## src/rtl/brz_pkg.sv

```systemverilog
package brz_pkg;
  localparam int unsigned REG_LEN = 15;

  typedef logic [REG_LEN-1:0] lfsr_t;

  // One Fibonacci step: stage k sits in bit k-1; feedback enters stage 1.
  function automatic lfsr_t lfsr_advance(input lfsr_t s,
                                         input int unsigned tap_near,
                                         input int unsigned tap_far);
    logic fb;
    fb = s[tap_near-1] ^ s[tap_far-1];
    return {s[REG_LEN-2:0], fb};
  endfunction

  // Sequence bit: parity of the stages chosen by the mask.
  function automatic logic mask_parity(input lfsr_t s, input lfsr_t m);
    return ^(s & m);
  endfunction
endpackage

```

## src/rtl/prbs_core.sv

```systemverilog
module prbs_core
  import brz_pkg::*;
#(
  parameter lfsr_t       SEED     = 15'h00A9,
  parameter lfsr_t       MASK     = 15'h6000,
  parameter int unsigned TAP_NEAR = 14,
  parameter int unsigned TAP_FAR  = 15
) (
  input  logic  clk,
  input  logic  rst_n,
  input  logic  load,
  input  logic  adv,
  output lfsr_t cur_state,
  output logic  seq_bit
);
  lfsr_t state_q;

  // State seen this cycle: a reload takes effect at once.
  assign cur_state = load ? SEED : state_q;
  assign seq_bit   = mask_parity(cur_state, MASK);

  always_ff @(posedge clk) begin
    if (!rst_n)    state_q <= SEED;
    else if (adv)  state_q <= lfsr_advance(cur_state, TAP_NEAR, TAP_FAR);
    else if (load) state_q <= SEED;
  end

  // no accepted bit and no reload keeps the register still
  a_r4_hold: assert property (@(posedge clk) disable iff (!rst_n)
    (!adv && !load) |=> $stable(state_q));

  // a maximal-length register never reaches the all-zero lockup state
  a_r7_nonzero: assert property (@(posedge clk) disable iff (!rst_n)
    state_q != '0);
endmodule

```

## src/rtl/whiten_stage.sv

```systemverilog
module whiten_stage (
  input  logic clk,
  input  logic rst_n,
  input  logic in_valid,
  input  logic in_bit,
  input  logic seq_bit,
  output logic out_valid,
  output logic out_bit
);
  always_ff @(posedge clk) begin
    if (!rst_n) begin
      out_valid <= 1'b0;
      out_bit   <= 1'b0;
    end else begin
      out_valid <= in_valid;
      if (in_valid) out_bit <= in_bit ^ seq_bit;
    end
  end

  a_r3_valid_follows: assert property (@(posedge clk) disable iff (!rst_n)
    in_valid |=> out_valid);
  a_r3_idle_follows: assert property (@(posedge clk) disable iff (!rst_n)
    !in_valid |=> !out_valid);
  a_r2_mix: assert property (@(posedge clk) disable iff (!rst_n)
    in_valid |=> (out_bit == ($past(in_bit) ^ $past(seq_bit))));
  a_r9_hold: assert property (@(posedge clk) disable iff (!rst_n)
    !in_valid |=> $stable(out_bit));
endmodule

```

## src/rtl/burst_randomizer.sv

```systemverilog
module burst_randomizer
  import brz_pkg::*;
#(
  parameter lfsr_t       SEED     = 15'h00A9,
  parameter lfsr_t       MASK     = 15'h6000,
  parameter int unsigned TAP_NEAR = 14,
  parameter int unsigned TAP_FAR  = 15
) (
  input  logic clk,
  input  logic rst_n,
  input  logic burst_start,
  input  logic in_valid,
  input  logic in_bit,
  output logic out_valid,
  output logic out_bit
);
  lfsr_t cur_state;
  logic  seq_bit;
  logic  reload_only;

  assign reload_only = burst_start && !in_valid;

  prbs_core #(
    .SEED(SEED), .MASK(MASK), .TAP_NEAR(TAP_NEAR), .TAP_FAR(TAP_FAR)
  ) u_prbs (
    .clk(clk), .rst_n(rst_n), .load(burst_start), .adv(in_valid),
    .cur_state(cur_state), .seq_bit(seq_bit)
  );

  whiten_stage u_mix (
    .clk(clk), .rst_n(rst_n), .in_valid(in_valid), .in_bit(in_bit),
    .seq_bit(seq_bit), .out_valid(out_valid), .out_bit(out_bit)
  );

  // a strobe with no data leaves the seed waiting for the next bit
  a_r6_reload_only: assert property (@(posedge clk) disable iff (!rst_n)
    reload_only |=> (cur_state == SEED));

  // a coincident strobe and bit always draws on the seed
  a_r5_first_bit: assert property (@(posedge clk) disable iff (!rst_n)
    (burst_start && in_valid) |-> (seq_bit == mask_parity(SEED, MASK)));
endmodule

```

## config.mk

```make
export PLATFORM = sky130hd
export DESIGN_NAME = burst_randomizer
export DESIGN_NICKNAME = d
export VERILOG_FILES = /design/src/rtl/brz_pkg.sv /design/src/rtl/prbs_core.sv /design/src/rtl/whiten_stage.sv /design/src/rtl/burst_randomizer.sv
export SDC_FILE = /design/constraint.sdc
export NUM_CORES = 1
export LEC_CHECK = 0
export BUFFER_PORTS_ARGS = -buffer_cell sky130_fd_sc_hd__buf_4
export CORE_MARGIN = 5
export CORE_UTILIZATION = 35
export CTS_CLUSTER_DIAMETER = 100
export DETAILED_ROUTE_END_ITERATION = 8
export SYNTH_ARGS = -nofsm -noshare
export SYNTH_HDL_FRONTEND = slang
export SYNTH_SLANG_ARGS = --single-unit
```

## constraint.sdc

```tcl
create_clock -name clk -period 1.1 [get_ports clk]
set_input_delay 0.055 -clock clk [delete_from_list [all_inputs] [get_ports clk]]
set_output_delay 0.055 -clock clk [all_outputs]
set_load 0.01 [all_outputs]
```

==> flow_summary_export.csv, run 1 <==
group,metric,value,unit
timing,rsz0062_at_grt,"false",
grt,grt_max_degree,26,
place,gp_congestion,0.609,
routing,ant_nets,0,
logic_synthesis,synthCells,68,
critical_path,worst_path_max_delay_cell,"dfxtp_1",
routing,dr.pass1.iters,4,
power,leakage,0.295,nW
power,worst_ir_drop_vdd,852,uV
timing,slew_viol_final,0,
logic_synthesis,synth.ff_latch_count,17,
timing,fin_setup_tns,0,ps
grt,grt_use_total,8.46,%
routing,drc,0,
logic_synthesis,synth_area_leaders,"dfxtp_1 (52%), mux2i_1 (11%), nor2_1 (6.4%), o21ai_0 (3.9%), nand2_1 (3.5%)",
place,portBuffers,6,
floorplanning,rows,15,
clock_tree,clock_sinks,17,
floorplanning,core_area,1750,um2
clock_tree,clockBufferDepth,2,
critical_path,end_kind,"flip-flop",
clock_tree,cts_buffers,3,
cells_and_area,layout_commonest_cell,"dfxtp_1",
critical_path,cp-start-kind,"flip-flop",
critical_path,required,1320,ps
cells_and_area,antenna_cells,0,
outcome,run_status,"finished, final reports clean",
clock_tree,clk_pin_slew,100,ps
floorplanning,io_pins,7,
floorplanning,die_area,2820,um2
logic_synthesis,synth_cell_types,20,
timing,setup_violations,0,
logic_synthesis,yosys_warnings,0,
grt,grt_pass1_wl,1.71,mm
logic_synthesis,synth_area,649,um2
power,p_per_area,1460,nW/um2
logic_synthesis,yosys.area.top_type,"dfxtp_1",
timing,period_share,91.0,%
floorplanning,die_h,53.1,um
routing,via_per_inst,4.74,
grt,antenna_found_initial,0,
cells_and_area,area_growth,11.9,%
critical_path,path_max_fanout,3,
floorplanning,die_x,53.1,um
logic_synthesis,ys_seq_area_share,52.4,%
hold_path,hold_class,"input pin to flip-flop",
clock_tree,cts_hold_buf,0,
timing,hold_viol,0,
timing,period_needed,1000,ps
critical_path,critPathTopFamily,"flip-flops",
clock_tree,cts_resized,0,
grt,overflow,0,
logic_synthesis,yosysTopAreaCellShare,52.4,%
critical_path,cp_cell_sequence,"xnor2_1, or3_1, a31oi_1",
logic_synthesis,syn-num-nets,73,
cells_and_area,final_cell_mix,"dfxtp_1 (17), nor2_1 (11), mux2i_1 (7)",
timing,worst_clock_skew,10.5,ps
clock_tree,cts-root-buf,"clkbuf_4",
timing,worst_pin_slew,267,ps
routing,drt-total-wl,946,um
logic_synthesis,avgSynthCellArea,9.55,um2
critical_path,slowest_delay,340,ps
critical_path,cp.buffers_inverters,0,
routing,vias,465,
timing,holdWs,16.4,ps
cells_and_area,post-route-util,41.6,%
clock_tree,cts_setup_buffers,0,
cells_and_area,nets,79,
job,cap_violations,0,
routing,drtIter0Drc,3,
timing,fmax,999,MHz
clock_tree,tritoncts,"built",
place,place_hpwl,615,um
cells_and_area,drive_above_1_share,13.7,%
clock_tree,clkLatencyLatePin,290,ps
critical_path,critical_path_class,"flip-flop to flip-flop",
floorplanning,start_util,37.2,%
timing,max-slew-margin-rel,82.2,%
routing,wl_per_cell,9.65,um
clock_tree,h-tree-depth,1,
critical_path,cp_data_arrival_time,1220,ps
grt,grt_pass1_vias,401,
==> metrics by stage <==
stage / power, mW / cell area (um2) / setup slack (ps) / instances
floorplan: 0.730 / 649 / 149 / 68
global placement: 0.754 / 699 / 136 / 94
detailed placement: 0.755 / 699 / 105 / 94
CTS: 1.09 / 727 / 83.8 / 98
global route: 1.13 / 727 / 16.1 / 98
finish: 1.06 / 727 / 99.3 / 98
==> registers in the layout (all words and copies together) (netlist names) <==
register and flops:
u_prbs.state_q 15, u_mix.out_bit 1, u_mix.out_valid 1
==> synthesized netlist by cell type, drive strengths merged <==
cell type,instances
clkbuf,1
mux2i,7
a31oi,1
nor2,11
nand3b,1
nor3,1
o211ai,3
xnor2,1
a21boi,2
o21a,1
nand2b,1
nand2,6
nor2b,2
and2,1
o21ai,5
o211a,2
or3,1
buf,4
dfxtp,17
==> report_power, final <==
group	switching, mW	internal, mW	leakage, nW
clock	0.190	0.135	0.0177
combinational	0.0480	0.0417	0.138
sequential	0.00873	0.641	0.140
==> worst paths after layout <==
kind | startpoint | cells after the start | endpoint | slack [ps]
hold reg to reg | u_prbs.state_q[1] | 2 | u_prbs.state_q[1] | 470
setup reg to reg | u_prbs.state_q[13] | 3 | u_mix.out_bit | 100
setup / recovery | u_prbs.state_q[13] | 3 | u_mix.out_bit | 100
hold / removal | rst_n | 2 | u_prbs.state_q[3] | 20
==> metal layers <==
layer	global-route usage (%)	part of all wire, %	up-vias
li1	-	-	241
met1	10.2	50	214
met2	12.4	43	7
met3	5.07	5.8	3
met4	2.55	1.1	0
met5	0	0	-
==> final cells by class <==
cell class | count | area [um2]
clock buffer | 3 | 22.5
tap | 25 | 31.3
timing repair buffer | 6 | 45.0
sequential | 17 | 340
clock inverter | 1 | 5.00
multi-input combinational | 46 | 283
fill | 197 | 1020
==> worst reg2reg max path: cells and delay by family (launching register included) <==
kind / cells / cell delay [ps]
flip-flops: 1 / 340
XOR/XNOR: 1 / 150
AO/OA/AOI/OAI: 1 / 150
AND/OR/NAND/NOR: 1 / 310
==> cells by family (layout without fill, tap and decap cells) <==
logic type | Yosys count | count (layout) | share of synthesized area, %
compound gates | 14 | 14 | 14.8
xor+xnor | 1 | 1 | 1.35
buf+inv | 5 | 10 | 4.05
flops | 17 | 17 | 52.4
mux | 7 | 7 | 10.8
simple gates | 24 | 24 | 16.6
Note: power is estimated with default switching activity, not from simulation.
==> run 2, diff against run 1 <==
--- a/config.mk
+++ b/config.mk
@@ -6,7 +6,7 @@
 export NUM_CORES = 1
 export LEC_CHECK = 0
 export BUFFER_PORTS_ARGS = -buffer_cell sky130_fd_sc_hd__buf_4
-export CORE_MARGIN = 5
+export CORE_MARGIN = 8
 export CORE_UTILIZATION = 35
 export CTS_CLUSTER_DIAMETER = 100
 export DETAILED_ROUTE_END_ITERATION = 8
==> flow_summary_export.csv, run 2 (same netlist as run 1, synthesis figures left out) <==
group,metric,value,unit
power,switchingPower,244,uW
floorplanning,rows,15,
clock_tree,cts_resized,0,
floorplanning,die_x,59.1,um
timing,period_share,89.9,%
timing,worst_pin_slew,273,ps
routing,via_per_inst,4.57,
place,pre_cts_ws,110,ps
cells_and_area,largest_register_ffs,15,
timing,layout_setup_ws,111,ps
cells_and_area,drive_above_1_share,15.1,%
cells_and_area,final_cell_mix,"dfxtp_1 (16), nor2_1 (11), mux2i_1 (7)",
critical_path,cp-start-kind,"flip-flop",
timing,hold_viol,0,
clock_tree,cts_buffers,3,
clock_tree,clockBufferDepth,2,
clock_tree,cts-root-buf,"clkbuf_4",
floorplanning,core_area,1750,um2
routing,drt-total-wl,989,um
timing,rsz0062_at_grt,"false",
routing,drc,0,
cells_and_area,regMostFlops,"u_prbs.state_q",
cells_and_area,seqCellArea,342,um2
grt,antenna_found_initial,0,
grt,grt_max_degree,26,
timing,period_needed,989,ps
cells_and_area,antenna_cells,0,
grt,grt_use_total,6.57,%
hold_path,hold_class,"input pin to flip-flop",
critical_path,cp_data_arrival_time,1220,ps
critical_path,end_kind,"flip-flop",
power,seqPwrFrac,61.2,%
timing,setup_violations,0,
critical_path,path_max_fanout,3,
floorplanning,io_pins,7,
power,power_frac_comb,8.5,%
floorplanning,die_h,59.1,um
cells_and_area,nets,79,
timing,fmax,1010,MHz
timing,worst_clock_skew,8.61,ps
critical_path,required,1330,ps
routing,wl_per_cell,10.1,um
clock_tree,cts_setup_buffers,0,
cells_and_area,area_growth,12.1,%
place,portBuffers,6,
floorplanning,die_area,3490,um2
routing,ant_nets,0,
cells_and_area,reg_top3,"u_prbs.state_q (15), u_mix.out_bit (1), u_mix.out_valid (1)",
routing,dr.pass1.iters,4,
clock_tree,clock_sinks,17,
grt,grt_pass1_wl,1.70,mm
timing,max-slew-margin-rel,81.8,%
job,cap_violations,0,
cells_and_area,multiInputGateArea,283,um2
power,power_frac_clock,30.3,%
power,worst_ir_drop_vdd,639,uV
power,leakage,0.296,nW
clock_tree,clk_pin_slew,100,ps
clock_tree,cts_hold_buf,0,
timing,slew_viol_final,0,
clock_tree,h-tree-depth,1,
routing,drtIter0Drc,6,
floorplanning,start_util,37.2,%
critical_path,critical_path_class,"flip-flop to flip-flop",
power,p_per_area,1460,nW/um2
grt,overflow,0,
cells_and_area,fillers,187,
clock_tree,clkLatencyLatePin,290,ps
timing,fin_setup_tns,0,ps
power,cellInternalPower,818,uW
cells_and_area,layout_commonest_cell,"dfxtp_1",
power,sw_frac_of_total,23.0,%
routing,vias,448,
critical_path,r2r_slack,110,ps
place,place_hpwl,665,um
grt,grt_pass1_vias,413,
clock_tree,tritoncts,"built",
outcome,run_status,"finished, final reports clean",
place,gp_congestion,0.674,
-- run 2: changes by cell type in the layout (fill, tap and decap cells not counted) --
cell	change
dfxtp_1	-1
dfxtp_2	+1
-- run 2: routing by layer --
metal  wire length (um)  global-route usage, %
met1                482                   6.99
met2                436                   9.50
met3                 63                   4.77
met4                  8                   3.07
met5                  0                      0
-- run 2: power groups by stage --
stage | clock network, mW | registers, mW | logic, mW
4_1_cts | 0.347 | 0.650 | 0.0911
2_1_floorplan | 0 | 0.665 | 0.0652
5_1_grt | 0.374 | 0.653 | 0.101
6_report | 0.322 | 0.650 | 0.0899
3_3_place_gp | 0 | 0.664 | 0.0900
3_5_place_dp | 0 | 0.664 | 0.0906
-- run 2: stage by stage --
stage	hold slack, ps	total power [mW]	instances	util, %	instance area (um2)
floorplan	230	0.730	68	-	649
global route	7.35	1.13	98	41.7	728
finish	15.8	1.06	98	41.7	728
detailed placement	322	0.755	94	40.1	699
CTS	6.89	1.09	98	41.6	727
global placement	313	0.754	94	40.1	699
-- run 2: final timing paths --
path	endpoint	cells after the start	startpoint
hold reg to reg	u_prbs.state_q[8]	2	u_prbs.state_q[8]
setup / recovery	u_mix.out_bit	3	u_prbs.state_q[13]
hold / removal	u_prbs.state_q[3]	2	rst_n
setup reg to reg	u_mix.out_bit	3	u_prbs.state_q[13]
-- run 2: layout make-up --
type | instances | share of cell area, %
Multi-Input combinational cell | 46 | 38.8
Sequential cell | 17 | 46.9
Clock buffer | 3 | 3.09
Timing Repair Buffer | 6 | 6.19
Clock inverter | 1 | 0.687
Tap cell | 25 | 4.30
-- run 2: worst max-delay path: stages, from the launching register on --
cell	delay, ps
dfxtp_2	340
xnor2_1	130
or3_1	300
a31oi_1	160
